--- src/rtl/pirq_pkg.sv ---
package pirq_pkg;
  localparam int REG_W             = 32;
  localparam int INTX_LINES        = 4;
  localparam int INTX_IDX_W        = 2;
  localparam int INTX_ASSERT_LSB   = 16;
  localparam int INTX_DEASSERT_LSB = 20;
  localparam int MSI_PEND_BIT      = 24;
  localparam int SEC_PWR_BIT       = 4;
  localparam int SEC_FLUSH_BIT     = 5;
  localparam int HOST_CORE_BIT     = 16;
  localparam int HOST_PIO_BIT      = 17;
  localparam int HOST_SRC_W        = 24;
  localparam int PAYLOAD_W         = 8;

  localparam logic [REG_W-1:0] PRI_IMPL  = 32'h07FF_FFFF;
  localparam logic [REG_W-1:0] SEC_IMPL  = 32'h0000_0030;
  localparam logic [REG_W-1:0] HOST_IMPL = 32'h00FF_F0FB;

  localparam int A_PRI_STAT  = 0;
  localparam int A_PRI_MASK  = 1;
  localparam int A_SEC_STAT  = 2;
  localparam int A_SEC_MASK  = 3;
  localparam int A_MSI_STAT  = 4;
  localparam int A_MSI_MASK  = 5;
  localparam int A_PAYLOAD   = 6;
  localparam int A_HOST_STAT = 7;
  localparam int A_HOST_MASK = 8;

  typedef struct packed {
    logic priClr;
    logic priMsk;
    logic secClr;
    logic secMsk;
    logic msiClr;
    logic msiMsk;
    logic hostClr;
    logic hostMsk;
  } regStrobe_t;

  typedef enum logic [3:0] {
    RS_NONE,
    RS_PRI_STAT,
    RS_PRI_MASK,
    RS_SEC_STAT,
    RS_SEC_MASK,
    RS_MSI_STAT,
    RS_MSI_MASK,
    RS_PAYLOAD,
    RS_HOST_STAT,
    RS_HOST_MASK
  } rdSel_t;
endpackage

--- src/rtl/pirq_w1c_bank.sv ---
module pirq_w1c_bank #(
  parameter int               WIDTH = 32,
  parameter logic [WIDTH-1:0] IMPL  = '1
) (
  input  logic             clk,
  input  logic             rstN,
  input  logic [WIDTH-1:0] setVec,
  input  logic             clrEn,
  input  logic             mskEn,
  input  logic [WIDTH-1:0] wrData,
  output logic [WIDTH-1:0] stat,
  output logic [WIDTH-1:0] mask
);
  logic [WIDTH-1:0] clrVec;

  // Event sets are applied after clears so a same-cycle event survives.
  assign clrVec = clrEn ? wrData : '0;

  always_ff @(posedge clk or negedge rstN) begin
    if (!rstN) begin
      stat <= '0;
      mask <= IMPL;
    end else begin
      stat <= ((stat & ~clrVec) | setVec) & IMPL;
      if (mskEn) mask <= wrData & IMPL;
    end
  end

  p_set_wins_r3: assert property (@(posedge clk) disable iff (!rstN)
    (|(setVec & IMPL)) |=> ((stat & $past(setVec & IMPL)) == $past(setVec & IMPL)));

  p_clear_only_ones_r3: assert property (@(posedge clk) disable iff (!rstN)
    clrEn |=> ((stat & $past(wrData & ~setVec & IMPL)) == '0));
endmodule

--- src/rtl/pirq_ctrl.sv ---
module pirq_ctrl
  import pirq_pkg::*;
#(
  parameter int ADDR_W = 4
) (
  input  logic              regWrEn,
  input  logic [ADDR_W-1:0] regAddr,
  output regStrobe_t        strobe,
  output rdSel_t            rdSel
);
  always_comb begin
    strobe = '0;
    rdSel  = RS_NONE;
    case (regAddr)
      ADDR_W'(A_PRI_STAT):  begin rdSel = RS_PRI_STAT;  strobe.priClr  = regWrEn; end
      ADDR_W'(A_PRI_MASK):  begin rdSel = RS_PRI_MASK;  strobe.priMsk  = regWrEn; end
      ADDR_W'(A_SEC_STAT):  begin rdSel = RS_SEC_STAT;  strobe.secClr  = regWrEn; end
      ADDR_W'(A_SEC_MASK):  begin rdSel = RS_SEC_MASK;  strobe.secMsk  = regWrEn; end
      ADDR_W'(A_MSI_STAT):  begin rdSel = RS_MSI_STAT;  strobe.msiClr  = regWrEn; end
      ADDR_W'(A_MSI_MASK):  begin rdSel = RS_MSI_MASK;  strobe.msiMsk  = regWrEn; end
      ADDR_W'(A_PAYLOAD):   begin rdSel = RS_PAYLOAD; end
      ADDR_W'(A_HOST_STAT): begin rdSel = RS_HOST_STAT; strobe.hostClr = regWrEn; end
      ADDR_W'(A_HOST_MASK): begin rdSel = RS_HOST_MASK; strobe.hostMsk = regWrEn; end
      default:              begin rdSel = RS_NONE; end
    endcase
  end
endmodule

--- src/rtl/pirq_datapath.sv ---
module pirq_datapath
  import pirq_pkg::*;
#(
  parameter int NUM_MSI   = 32,
  parameter int MSI_IDX_W = 5
) (
  input  logic                  clk,
  input  logic                  rstN,
  input  logic                  intxValid,
  input  logic                  intxDeassert,
  input  logic [INTX_IDX_W-1:0] intxIndex,
  input  logic                  msiValid,
  input  logic [MSI_IDX_W-1:0]  msiVector,
  input  logic [PAYLOAD_W-1:0]  msiPayload,
  input  logic                  pwrStateEvt,
  input  logic                  flushEvt,
  input  logic [HOST_SRC_W-1:0] hostSrcEvt,
  input  regStrobe_t            strobe,
  input  rdSel_t                rdSel,
  input  logic [REG_W-1:0]      wrData,
  output logic [REG_W-1:0]      rdData,
  output logic                  irqOut
);
  logic [REG_W-1:0]     priSet, priStat, priMask;
  logic [REG_W-1:0]     secSet, secStat, secMask;
  logic [REG_W-1:0]     hostSet, hostStat, hostMask;
  logic [NUM_MSI-1:0]   msiSet, msiStat, msiMask;
  logic [PAYLOAD_W-1:0] payload;
  logic                 msiPending;
  logic                 coreSum;

  assign msiPending = |(msiStat & ~msiMask);
  assign coreSum    = (|(priStat & ~priMask)) | (|(secStat & ~secMask));

  always_comb begin
    priSet = '0;
    for (int n = 0; n < INTX_LINES; n++) begin
      if (intxValid && intxIndex == INTX_IDX_W'(n)) begin
        if (intxDeassert) priSet[INTX_DEASSERT_LSB + n] = 1'b1;
        else              priSet[INTX_ASSERT_LSB + n]   = 1'b1;
      end
    end
    priSet[MSI_PEND_BIT] = msiPending;
  end

  always_comb begin
    secSet                = '0;
    secSet[SEC_PWR_BIT]   = pwrStateEvt;
    secSet[SEC_FLUSH_BIT] = flushEvt;
  end

  always_comb begin
    msiSet = '0;
    if (msiValid && (32'(msiVector) < NUM_MSI)) msiSet[msiVector] = 1'b1;
  end

  always_comb begin
    hostSet                = REG_W'(hostSrcEvt);
    hostSet[HOST_CORE_BIT] = coreSum;
  end

  pirq_w1c_bank #(.WIDTH(REG_W), .IMPL(PRI_IMPL)) uPri (
    .clk(clk), .rstN(rstN), .setVec(priSet), .clrEn(strobe.priClr),
    .mskEn(strobe.priMsk), .wrData(wrData), .stat(priStat), .mask(priMask));

  pirq_w1c_bank #(.WIDTH(REG_W), .IMPL(SEC_IMPL)) uSec (
    .clk(clk), .rstN(rstN), .setVec(secSet), .clrEn(strobe.secClr),
    .mskEn(strobe.secMsk), .wrData(wrData), .stat(secStat), .mask(secMask));

  pirq_w1c_bank #(.WIDTH(NUM_MSI), .IMPL({NUM_MSI{1'b1}})) uMsi (
    .clk(clk), .rstN(rstN), .setVec(msiSet), .clrEn(strobe.msiClr),
    .mskEn(strobe.msiMsk), .wrData(wrData[NUM_MSI-1:0]), .stat(msiStat), .mask(msiMask));

  pirq_w1c_bank #(.WIDTH(REG_W), .IMPL(HOST_IMPL)) uHost (
    .clk(clk), .rstN(rstN), .setVec(hostSet), .clrEn(strobe.hostClr),
    .mskEn(strobe.hostMsk), .wrData(wrData), .stat(hostStat), .mask(hostMask));

  always_ff @(posedge clk or negedge rstN) begin
    if (!rstN)         payload <= '0;
    else if (msiValid) payload <= msiPayload;
  end

  assign irqOut = |(hostStat & ~hostMask);

  always_comb begin
    case (rdSel)
      RS_PRI_STAT:  rdData = priStat;
      RS_PRI_MASK:  rdData = priMask;
      RS_SEC_STAT:  rdData = secStat;
      RS_SEC_MASK:  rdData = secMask;
      RS_MSI_STAT:  rdData = REG_W'(msiStat);
      RS_MSI_MASK:  rdData = REG_W'(msiMask);
      RS_PAYLOAD:   rdData = REG_W'(payload);
      RS_HOST_STAT: rdData = hostStat;
      RS_HOST_MASK: rdData = hostMask;
      default:      rdData = '0;
    endcase
  end

  p_intx_assert_r2: assert property (@(posedge clk) disable iff (!rstN)
    (intxValid && !intxDeassert) |=> priStat[INTX_ASSERT_LSB + 32'($past(intxIndex))]);

  p_intx_deassert_r2: assert property (@(posedge clk) disable iff (!rstN)
    (intxValid && intxDeassert) |=> priStat[INTX_DEASSERT_LSB + 32'($past(intxIndex))]);

  p_msi_set_r4: assert property (@(posedge clk) disable iff (!rstN)
    msiValid |=> msiStat[$past(msiVector)]);

  p_payload_r4: assert property (@(posedge clk) disable iff (!rstN)
    msiValid |=> (payload == $past(msiPayload)));

  p_pend_follows_r5: assert property (@(posedge clk) disable iff (!rstN)
    msiPending |=> priStat[MSI_PEND_BIT]);

  p_core_follows_r6: assert property (@(posedge clk) disable iff (!rstN)
    coreSum |=> hostStat[HOST_CORE_BIT]);

  p_sec_pwr_r7: assert property (@(posedge clk) disable iff (!rstN)
    pwrStateEvt |=> secStat[SEC_PWR_BIT]);

  p_pio_r8: assert property (@(posedge clk) disable iff (!rstN)
    hostSrcEvt[HOST_PIO_BIT] |=> hostStat[HOST_PIO_BIT]);

  p_irq_rise_cause_r9: assert property (@(posedge clk) disable iff (!rstN)
    $rose(irqOut) |-> ($past(|(hostSet & HOST_IMPL)) || $past(strobe.hostMsk)));
endmodule

--- src/rtl/pcie_irq_aggregator.sv ---
module pcie_irq_aggregator
  import pirq_pkg::*;
#(
  parameter int NUM_MSI = 32,
  parameter int ADDR_W  = 4,
  localparam int MSI_IDX_W = $clog2(NUM_MSI)
) (
  input  logic                  clk,
  input  logic                  rstN,
  input  logic                  intxValid,
  input  logic                  intxDeassert,
  input  logic [1:0]            intxIndex,
  input  logic                  msiValid,
  input  logic [MSI_IDX_W-1:0]  msiVector,
  input  logic [7:0]            msiPayload,
  input  logic                  pwrStateEvt,
  input  logic                  flushEvt,
  input  logic [23:0]           hostSrcEvt,
  input  logic                  regWrEn,
  input  logic [ADDR_W-1:0]     regAddr,
  input  logic [31:0]           regWrData,
  output logic [31:0]           regRdData,
  output logic                  irqOut
);
  regStrobe_t strobe;
  rdSel_t     rdSel;

  pirq_ctrl #(.ADDR_W(ADDR_W)) uCtrl (
    .regWrEn(regWrEn), .regAddr(regAddr), .strobe(strobe), .rdSel(rdSel));

  pirq_datapath #(.NUM_MSI(NUM_MSI), .MSI_IDX_W(MSI_IDX_W)) uDp (
    .clk(clk), .rstN(rstN),
    .intxValid(intxValid), .intxDeassert(intxDeassert), .intxIndex(intxIndex),
    .msiValid(msiValid), .msiVector(msiVector), .msiPayload(msiPayload),
    .pwrStateEvt(pwrStateEvt), .flushEvt(flushEvt), .hostSrcEvt(hostSrcEvt),
    .strobe(strobe), .rdSel(rdSel), .wrData(regWrData),
    .rdData(regRdData), .irqOut(irqOut));
endmodule

--- config.mk ---
export PLATFORM = sky130hd
export DESIGN_NAME = pcie_irq_aggregator
export DESIGN_NICKNAME = d
export VERILOG_FILES = /design/src/rtl/pirq_pkg.sv /design/src/rtl/pirq_w1c_bank.sv /design/src/rtl/pirq_ctrl.sv /design/src/rtl/pirq_datapath.sv /design/src/rtl/pcie_irq_aggregator.sv
export SDC_FILE = /design/constraint.sdc
export NUM_CORES = 1
export LEC_CHECK = 0
export ABC_CLOCK_PERIOD_IN_PS = 1360
export BUFFER_PORTS_ARGS = -buffer_cell sky130_fd_sc_hd__buf_2
export CAP_MARGIN = 15
export CORE_MARGIN = 2
export CORE_UTILIZATION = 57
export CTS_CLUSTER_DIAMETER = 80
export CTS_CLUSTER_SIZE = 14
export DETAILED_ROUTE_END_ITERATION = 8
export MAX_ROUTING_LAYER = met4
export PLACE_DENSITY = 0.8
export SKIP_CTS_REPAIR_TIMING = 1
export SLEW_MARGIN = 20
export SYNTH_ARGS = -nofsm -noshare
export SYNTH_HDL_FRONTEND = slang
export SYNTH_SLANG_ARGS = --single-unit
export TNS_END_PERCENT = 100
--- constraint.sdc ---
create_clock -name clk -period 1.36 [get_ports clk]
set_input_delay 0.068 -clock clk [delete_from_list [all_inputs] [get_ports clk]]
set_output_delay 0.068 -clock clk [all_outputs]
set_load 0.01 [all_outputs]
==> results of run 1 <==
[report_power, final]
part / internal, W / switching (W) / total, W
logic: 0.00193 / 0.00158 / 0.00351
clock network: 0.00294 / 0.00196 / 0.00490
registers: 0.00635 / 0.000942 / 0.00729
[metal layers]
metal / wire length (µm) / up-vias / global-route usage, % / part of all wire [%]
met5: 0 / - / - / 0
met4: 1330 / 0 / 15.3 / 4.6
met3: 3410 / 147 / 9.78 / 12
met2: 13800 / 636 / 55.8 / 47
met1: 10500 / 3806 / 47.2 / 36
li1: - / 3144 / - / -
[final cells by class]
cell class | count | area, µm² | area share (%)
Sequential cell | 168 | 4300 | 38.1
Multi-Input combinational cell | 440 | 3640 | 32.2
Timing Repair Buffer | 286 | 2350 | 20.8
Clock buffer | 25 | 505 | 4.47
Tap cell | 180 | 225 | 1.99
Inverter | 54 | 203 | 1.79
Clock inverter | 6 | 88.8 | 0.785
[worst max-delay path: stages (launching register included)]
cell and delay (ns):
dfstp_2 0.57, inv_2 0.04, a222oi_1 0.53, nand3_1 0.16, buf_2 0.17
[worst paths after layout]
kind	start	to	slack, ns	cells past startpoint
min in group asynchronous	rstN	uDp.uMsi.stat[23]	0.04	2
hold / removal	regWrData[18]	uDp.uHost.stat[18]	0.02	3
setup reg to reg	uDp.uPri.mask[10]	uDp.uHost.stat[16]	-0.19	5
max in group asynchronous	rstN	uDp.uHost.mask[7]	0.71	3
hold reg to reg	uDp.uMsi.stat[27]	uDp.uMsi.stat[27]	0.52	1
setup / recovery	uDp.uHost.mask[20]	irqOut	-0.60	4
[sequential cells by signal (all words and copies together), names as in the netlist]
name	flops
uDp.uPri.stat	27
uDp.payload	8
uDp.uSec.stat	2
uDp.uPri.mask	27
uDp.uHost.stat	19
uDp.uHost.mask	19
uDp.uMsi.mask	32
uDp.uMsi.stat	32
uDp.uSec.mask	2
[Yosys cell counts (19+ instances only)]
master and n:
a22oi_1 21, dfstp_2 80, a222oi_1 32, inv_1 54
a21oi_1 22, mux2_2 77, o22ai_1 19, buf_2 22
o2bb2ai_1 19, a21o_1 22, dfrtp_1 88, a22o_1 25
nand2b_1 30, nand2_1 76
[metrics by stage]
stage | setup slack, ns | utilization (%) | hold WS (ns) | area, µm² | TNS (ns)
final | -0.600 | 81.8 | 0.0218 | 11300 | -7.15
after global routing | -0.581 | 81.8 | 0.0290 | 11300 | -8.35
after CTS | -0.529 | 73.5 | -0.533 | 10200 | -7.75
after detailed placement | -0.236 | 69.2 | -0.0863 | 9560 | -19.38
after global placement | -0.207 | 69.2 | -0.0871 | 9560 | -15.60
after floorplan | 0.0594 | - | -0.228 | 8070 | 0
[logic make-up after synthesis]
kind of cell    count (synthesis)  synth area share (%)
flops                         168                  53.4
compound gates                192                  18.9
buf+inv                        88                  4.44
mux                            93                  12.9
simple gates                  155                  10.4
==> flow_summary.ini, run 1 <==
[status]
status = finished with violations
violations = negative setup slack

[clock_network]
cts_htree_levels = 4
clk_latency_ns = 0.43
cts_tree = done
clockRootBuffer = clkbuf_16
cts_max_path_buffers = 2
cts_sinks = 168
cts_buffers = 17
clkTransAtPathRegs_ns = 0.06

[min_path]
min_path_type = in -> reg

[die]
fp-row-count = 43
ios = 116
die_h_um = 123
dieArea_mm2 = 0.0151
core_mm2 = 0.0138
die_x_um = 123
initial_utilization_pct = 58.3

[yosys]
netlist_instances = 696
syn_area_per_cell_um2 = 11.6
ys_top_cells_by_area = dfrtp_1, dfstp_2, mux2_2
yosysWarnings = 0
ys_ff_latch = 168
ys.flop_type = dfrtp_1
netlist_area_mm2 = 0.00807
yosys.area.top_type = dfrtp_1
synth_edf_count = 0
yosysUniqueCellTypes = 49
synth_top_area_share_pct = 27.3
synth_nets = 779
ys_seq_area_share_pct = 53.4
async_reset_ff_share_pct = 100

[setup_path]
required_ns = 1.29
cp-start-kind = register
cp_max_fo = 3
end_kind = output pin
arrival_ns = 1.89
path_class = reg -> out

[global_routing]
grt_pass1_vias = 7101
grt_max_degree = 59
antenna_found_initial = 0
grt_usage_pct = 36.8
grt_pass1_wl_um = 39900
grt.overflow.total = 0

[timing]
fin_skew_ns = 0.00807
maxSlewHeadroom_pct = 43.9
hold_viol = 0
grt_setup_unrepaired = true
fmax_ghz = 0.510
tightest_slew_ns = 0.840
setup_viol = 29
setup_slack_ns = -0.600
finalCriticalPeriod_ns = 1.96
fin_crit_sh_pct = 144
drv_slew = 0

[routing]
vias = 7733
antenna_left = 0
drt_wl_total_um = 29100
wire_per_inst_um = 25.1
via_per_inst = 6.67
firstDrtPassIters = 9
drc = 0
drt_iter0_markers = 1228

[final_layout]
area_growth_pct = 40.2
fill_cells = 718
antenna_cells = 0
layout_commonest_cell = buf_2
stdcell_count = 1159
mostFrequentLayoutCells = buf_2, dfrtp_1, buf_4, dfstp_2, mux2_2
layout-drive-gt1-share_pct = 46.0
nNetsFinal = 1050

[power_and_ir_drop]
p_per_area_mw_per_mm2 = 1390
p_total_w = 0.0157
peakVddDrop_mv = 1.05
cellLeakagePower_nw = 5.01

[placement]
place_congestion = 0.983
dp.cells = 1039
port_buffers = 109
hpwl_um = 18500

[run]
maxCapViolations = 0
(Power assumes the default switching activity.)
==> inputs of run 2 (changes only) <==
ABC_AREA = 1   (was default)
CORE_UTILIZATION = 58   (was 57)
==> flow_summary.ini, run 2 <==
[final_layout]
postLayoutCellArea_mm2 = 0.0109
layout_commonest_cell = nand2_1
reg_top3 = uDp.uMsi.mask: 32 flops, uDp.uMsi.stat: 32 flops
fill_cells = 1014
stdcell_count = 1469
layout-drive-gt1-share_pct = 30.1
area_growth_pct = 30.9
antenna_cells = 0
nNetsFinal = 1359
mostFrequentLayoutCells = nand2_1, o21ai_0, inv_1

[power_and_ir_drop]
peakVddDrop_mv = 1.17
p_per_area_mw_per_mm2 = 1340
cellLeakagePower_nw = 5.21
p_total_w = 0.0145

[global_routing]
grt.overflow.total = 0
grt_pass1_wl_um = 36700
top_usage_layer = met2
grtUsageMet2_pct = 51.3
grt_max_degree = 55
antenna_found_initial = 0
grt_pass1_vias = 7274
grt.met3_usage_pct = 6.50
grt_usage_pct = 33.1
grtUsageMet1_pct = 42.5

[timing]
hold_viol = 4
setup_slack_ns = -0.319
drv_slew = 0
finalCriticalPeriod_ns = 1.68
fin_crit_sh_pct = 123
tightest_slew_ns = 0.423
tns_ns = -3.19
setup_viol = 28
fmax_ghz = 0.595
fin_skew_ns = 0.00665
maxSlewHeadroom_pct = 71.7
hold_ws_ns = -0.0198
grt_setup_unrepaired = true

[yosys]
synth_xor_area_share_pct = 0
synth_nets = 1164
yosysWarnings = 0
synth_edf_count = 0
netlist_area_mm2 = 0.00831
ys_seq_area_share_pct = 51.8
synth_top_family_by_area = simple AND/OR/NAND/NOR gates
async_reset_ff_share_pct = 100
synth-simple-area-share_pct = 21.2
ys_top_cells_by_area = dfrtp_1, dfstp_2, nand2_1
synthMuxAreaShare_pct = 0.678
yosys.area.top_type = dfrtp_1
netlist_instances = 1081
synth_top_area_share_pct = 26.5
syn_area_per_cell_um2 = 7.69
yosysUniqueCellTypes = 26
ys_top_cells_by_count = nand2_1, o21ai_0, inv_1, dfrtp_1, dfstp_2
synth_most_common_cell = nand2_1
ys_ff_latch = 168
ys.flop_type = dfrtp_1
synth_compound_area_share_pct = 16.8
yosys.area_share.adder_pct = 0

[placement]
hpwl_um = 16500
pre_cts_slack_ns = -0.0574
port_buffers = 109
postPlaceCellArea_mm2 = 0.00939
dp.cells = 1379
place_congestion = 0.921

[setup_path]
path_class = reg -> out
cp_slowest_stage_delay_ns = 0.54
cpMaxStageDelayCell = dfstp_2
r2r_start = uDp.uMsi.mask[0]
startpoint = uDp.uHost.mask[19]
required_ns = 1.29
cp_max_fo = 2
cp-start-kind = register
crit_path_cell_trace = inv_2, nand2_2, nand4_1, nor2_1, nand2_1, buf_2
arrival_ns = 1.61
end_kind = output pin

[clock_network]
cts_max_path_buffers = 2
clkTransAtPathRegs_ns = 0.07
cts_sinks = 168
cts_buffers = 17
clk_latency_ns = 0.43
cts_htree_levels = 4
cts_tree = done
clockRootBuffer = clkbuf_16

[min_path]
hold_start = regWrData[14]
min_path_type = in -> reg

[die]
die_h_um = 124
dieArea_mm2 = 0.0153
die_x_um = 124
ios = 116
initial_utilization_pct = 59.6
core_mm2 = 0.0139
fp-row-count = 43

[routing]
vias = 8176
drt_iter0_markers = 858
firstDrtPassIters = 6
antenna_left = 0
via_per_inst = 5.57
drt_wl_total_um = 24900
wire_per_inst_um = 16.9
drc = 0

[status]
status = finished with violations
violations = negative hold slack, negative setup slack

[run]
maxCapViolations = 0
## run 2: where the power goes
part,internal (W),switching [W],total (W),leakage (nW)
registers,0.00618,0.000579,0.00675,1.84
logic,0.00111,0.00169,0.00280,3.07
clock network,0.00285,0.00214,0.00499,0.297
## run 2: path summary, 6_finish.rpt
kind                                      to  slack [ns]  cells past startpoint
max                                   irqOut       -0.32                      6
min                        uDp.uMsi.mask[14]       -0.02                      3
max reg2reg                uDp.uPri.stat[24]        0.04                      8
min reg2reg                uDp.uMsi.mask[12]        0.48                      2
max in group asynchronous  uDp.uHost.mask[3]        0.67                      3
min in group asynchronous   uDp.uPri.stat[7]        0.06                      2
## run 2: routing by layer
metal	wire length, µm	up-vias
met5	0	-
li1	-	3828
met1	10200	3877
met2	11800	396
met4	964	0
met3	1960	75
## run 2: cell families (layout without fill, tap and decap cells)
logic type             after synthesis  count (layout)
AND/OR/NAND/NOR                    440             440
AO/OA/AOI/OAI                      265             265
buffers and inverters              203             411
flip-flops                         168             168
multiplexers                         5               5
## run 2: critical path, delay by kind of cell (launching register included)
family,cells,cell delay (ns)
AND/OR/NAND/NOR,4,0.44
buffers and inverters,2,0.19
flip-flops,1,0.54
## run 2: cell type report
class | count | area (µm²) | share of cell area, %
multi-input cells | 710 | 3480 | 32.0
clock buffers | 19 | 453 | 4.16
well taps | 180 | 225 | 2.07
inverters | 168 | 631 | 5.80
repair buffers | 211 | 1630 | 15.0
clock inverters | 13 | 158 | 1.45
flip-flops and latches | 168 | 4300 | 39.6
## run 2: metrics by stage
step / hold slack [ns] / util (%)
floorplan: -0.228 / -
global placement: -0.0594 / 67.4
detailed placement: -0.0604 / 67.4
CTS: -0.518 / 71.8
global route: 0.00458 / 78.1
finish: -0.0198 / 78.1
